File: src/rtl/tree_prio_enc.sv
module tree_prio_enc #(
  parameter int N = 16,
  parameter int K = 4,
  parameter bit PIPE = 1'b0,
  localparam int IW = (N > 1) ? $clog2(N) : 1
) (
  input  logic          clk,
  input  logic          rst,
  input  logic [N-1:0]  req,
  output logic [IW-1:0] idx,
  output logic          hit
);
  localparam int LOGK   = $clog2(K);
  localparam int LEVELS = (IW + LOGK - 1) / LOGK;
  localparam int FW     = LEVELS * LOGK;
  localparam int PADW   = 1 << FW;

  logic          lv_v [LEVELS+1][PADW];
  logic [FW-1:0] lv_i [LEVELS+1][PADW];

  function automatic logic [FW:0] merge(input logic [K-1:0] cv,
                                        input logic [K*FW-1:0] ci,
                                        input int sh);
    logic [FW-1:0] low, hi;
    logic any;
    low = '0;
    hi  = '0;
    any = 1'b0;
    for (int c = 0; c < K; c++) begin
      if (cv[c]) begin
        any = 1'b1;
        hi  = FW'(c);
        low = ci[c*FW +: FW];
      end
    end
    return {any, (hi << sh) | low};
  endfunction

  for (genvar b = 0; b < PADW; b++) begin : g_leaf
    if (b < N) begin : g_in
      assign lv_v[0][b] = req[b];
    end else begin : g_pad
      assign lv_v[0][b] = 1'b0;
    end
    assign lv_i[0][b] = '0;
  end

  for (genvar l = 0; l < LEVELS; l++) begin : g_lvl
    localparam int NODES = PADW >> (LOGK * (l + 1));
    for (genvar j = 0; j < PADW; j++) begin : g_node
      if (j < NODES) begin : g_live
        logic [K-1:0]    cv;
        logic [K*FW-1:0] ci;
        logic [FW:0]     m;
        for (genvar c = 0; c < K; c++) begin : g_ch
          assign cv[c]            = lv_v[l][j*K+c];
          assign ci[c*FW +: FW]   = lv_i[l][j*K+c];
        end
        assign m = merge(cv, ci, l * LOGK);
        if (PIPE) begin : g_reg
          always_ff @(posedge clk) begin
            if (rst) begin
              lv_v[l+1][j] <= 1'b0;
              lv_i[l+1][j] <= '0;
            end else begin
              lv_v[l+1][j] <= m[FW];
              lv_i[l+1][j] <= m[FW-1:0];
            end
          end
        end else begin : g_comb
          assign lv_v[l+1][j] = m[FW];
          assign lv_i[l+1][j] = m[FW-1:0];
        end
      end else begin : g_idle
        assign lv_v[l+1][j] = 1'b0;
        assign lv_i[l+1][j] = '0;
      end
    end
  end

  assign hit = lv_v[LEVELS][0];
  assign idx = lv_i[LEVELS][0][IW-1:0];


  idle_zero_chk: assert property (@(posedge clk) disable iff (rst)
    !hit |-> idx == '0);


  idx_range_chk: assert property (@(posedge clk) disable iff (rst)
    hit |-> int'(idx) < N);

  if (PIPE) begin : g_pipe_chk

    reset_clear_chk: assert property (@(posedge clk)
      rst |=> (!hit && idx == '0));
  end else begin : g_comb_chk

    top_bit_chk: assert property (@(posedge clk) disable iff (rst)
      hit |-> (req >> idx) == N'(1));

    any_req_chk: assert property (@(posedge clk) disable iff (rst)
      hit == (|req));
  end
endmodule

File: config.mk
export PLATFORM = sky130hd
export DESIGN_NAME = tree_prio_enc
export DESIGN_NICKNAME = d
export VERILOG_FILES = /design/src/rtl/tree_prio_enc.sv
export SDC_FILE = /design/constraint.sdc
export NUM_CORES = 1
export LEC_CHECK = 0
export BUFFER_PORTS_ARGS = -buffer_cell sky130_fd_sc_hd__buf_4
export CAP_MARGIN = 25
export CORE_AREA = 3 3 40 42
export DETAILED_ROUTE_END_ITERATION = 7
export DIE_AREA = 0 0 43 45
export PLACE_DENSITY_LB_ADDON = 0.12
export SLEW_MARGIN = 5
export SYNTH_ARGS = -nofsm -noshare
export SYNTH_HDL_FRONTEND = slang
export SYNTH_SLANG_ARGS = --single-unit
File: constraint.sdc
create_clock -name vclk -period 0.8
set_input_delay 0.08 -clock vclk [all_inputs]
set_output_delay 0.08 -clock vclk [all_outputs]
set_load 0.1 [all_outputs]
Yosys cells after proc, flatten, opt, wreduce, memory -nomap -nowiden
Cells that the tools add are included.

Multiplexer cells: 39. Bitwise logic cells: 1.

Operator list (count): 2-to-1 mux 4 bit (10); 2-to-1 mux 1 bit (25); 2-to-1 mux 2 bit (4); OR 4 bit (1).

Register bits: 0. Logic and storage cells: 40.

Logic depth before layout (Yosys ltp)
Word-level depth: 9. Gate-level depth with buffers: 4. Mapped depth without buffers: 4.

Least setup slack after synthesis
No wires, ideal clock.

Kind: input port to output port. Start: input req[13]. End: output idx[0]. Arrival: 2501 ps. Required time: 720 ps. Path slack: -1781 ps. Cell stages on the path: 3. Path buffers: 0. Cells stage by stage: nor4_2 nand2_2 o211ai_1.

Cells in the longest elaborated chain, start to end: 5. Elaborated cells between the ends (all ways): 8.

RTL lines: start: declaration (RTL line 9) `input logic [N-1:0] req,`; 2-to-1 mux 1 bit (RTL line 30) `if (cv[c]) begin`; 2-to-1 mux 4 bit / 2-to-1 mux 1 bit (equally long branches) (2 in a row) (RTL line 30); 2-to-1 mux 4 bit (*) (RTL line 30); OR 4 bit (*) (RTL line 36) `return {any, (hi << sh) | low};`; end: declaration (RTL line 10) `output logic [IW-1:0] idx,`.

Every way passes the cells marked *; elsewhere a longest branch is shown, timed or not.

Final worst setup path
Same ends and word-level chain as after synthesis.

==> impl_metrics.toml <==
[outcome]
status = "complete, but fails checks"
violations = "negative setup slack"

[detailed_routing]
wl_per_cell_um = 10.4
antenna_left = 0
via_count = 292
drt_pre_antenna_iters = 2
drcViolationCount = 0
wl_um = 708
avgViaCountPerCell = 4.29
drtIter0Drc = 2

[critical_path]
crit_type = "in -> out"
crit_fanout = 3
cp.required_ps = 720
crit_arrival_ps = 1090
endpoint_kind = "primary output"
cp-start-kind = "input port"

[logic_synthesis]
synth_nets = 42
yosys_warnings = 0
ys_types = 16
synth.area.top_cells = "nor4_2 (17%), nor4_1 (8.6%), inv_1 (7.8%)"
yosys.area.top_type = "nor4_2"
seq_area_frac_synth = 0
synth_top_cell_area_share = 0.172
synth_commonest_cells = "inv_1 (3), nor2_1 (3)"
syn_area_per_cell_um2 = 6.05
synth_area_um2 = 145
synthCells = 24

[clock_network]
postCtsHoldBufs = 0

[global_routing]
grt-ovfl-total = 0
grt_usage = 0.0680
grt_max_degree = 4
antenna_found_initial = 0
grt_pass1_wl_um = 1090
grt_pass1_vias = 285

[finish]
num-nets-final = 73
fin_cells = 68
design.seq.count = 0
fill_cells = 135
multi_input_area_um2 = 193
layout-drive-gt1-share = 0.698
n_clock_buffer = 0
diodes = 0
area_delta_synth_final_pct = 264
regArea_um2 = 0

[timing]
period_share = 1.46
fin_ws_ps = -372
slew_headroom = 0.786
slew_viol_final = 0
fin_setup_tns_ps = -1580
worst_pin_slew_ps = 318
fmax_mhz = 854
hold_ws_ps = 586
finalSetupViolCount = 5
rsz0062_at_grt = "true"
min_period_ps = 1170
timing.final.hold_violations = 0

[place]
place_congestion = 0.718
place_ws_ps = -521
portBuffers = 21
placed_cells = 66

[job]
maxCapViolations = 0

[floorplan]
die-area_um2 = 1940
initial_core_util = 0.113
io_pins = 23
die_width_um = 43
dieHeight_um = 45
core_um2 = 1280
fp-row-count = 13

[pwr]
p_leak_nw = 0.248
total_power_w = 0.000264
p_per_area_nw_per_um2 = 499
worst_ir_drop_vdd_v = 0.000158

[hold_path]
hold_path_class = "in -> out"
-- layout make-up --
| class | instances | area share |
|---|---|---|
| timing repair buffer | 29 | 0.578 |
| multi-input combinational | 21 | 0.365 |
| tap | 15 | 0.0355 |
| inverter | 3 | 0.0213 |
-- metal layers --
metal / part of all wire / GRT usage
met5: 0 / 0
met3: 0.068 / 0.00398
met1: 0.38 / 0.0857
met4: 0 / 0
met2: 0.56 / 0.135
-- worst max-delay path, cell delays in order --
cell      delay [ps]
buf_8            100
nor4_4           360
nand2_4           80
o211ai_1         210
buf_6            260
-- power by group --
group	switching, W	internal (W)	total (W)
Combinational	0.000132	0.000132	0.000264
Clock	0	0	0
Sequential	0	0	0
-- stage by stage --
step / util / cell area [um2]
global route: 0.411 / 528
detailed placement: 0.306 / 393
finish: 0.411 / 528
CTS: 0.381 / 489
global placement: 0.306 / 393
floorplan: - / 171
-- cells in the final DEF, fill, tap and decap left out --
master    instances
nand2b_1          1
buf_4            18
a221oi_2          1
nor4_4            3
a21o_1            1
nand2_4           2
buf_8             3
o211ai_1          1
buf_6             4
nor4_1            1
inv_1             3
nor2_1            3
or4_4             1
nor3_1            1
nand4_1           1
a21oi_1           2
o21ai_1           1
o21ai_2           1
nor2b_1           1
buf_12            4
-- timing repair --
action	CTS	global route
setup buffers	1	2
resized for setup	23	7
pin swaps	5	2
endpoints found under the setup margin	5	5
-- final timing paths --
kind              startpoint     end  slack [ps]  cells after the start
setup / recovery     req[13]  idx[0]        -370                      5
hold / removal        req[0]     hit         590                      4
-- cell families after synthesis --
| family | Yosys count | share of synthesized area |
|---|---|---|
| simple gates | 14 | 0.621 |
| buf+inv | 3 | 0.0776 |
| compound gates | 7 | 0.302 |
(Power assumes the default switching activity.)
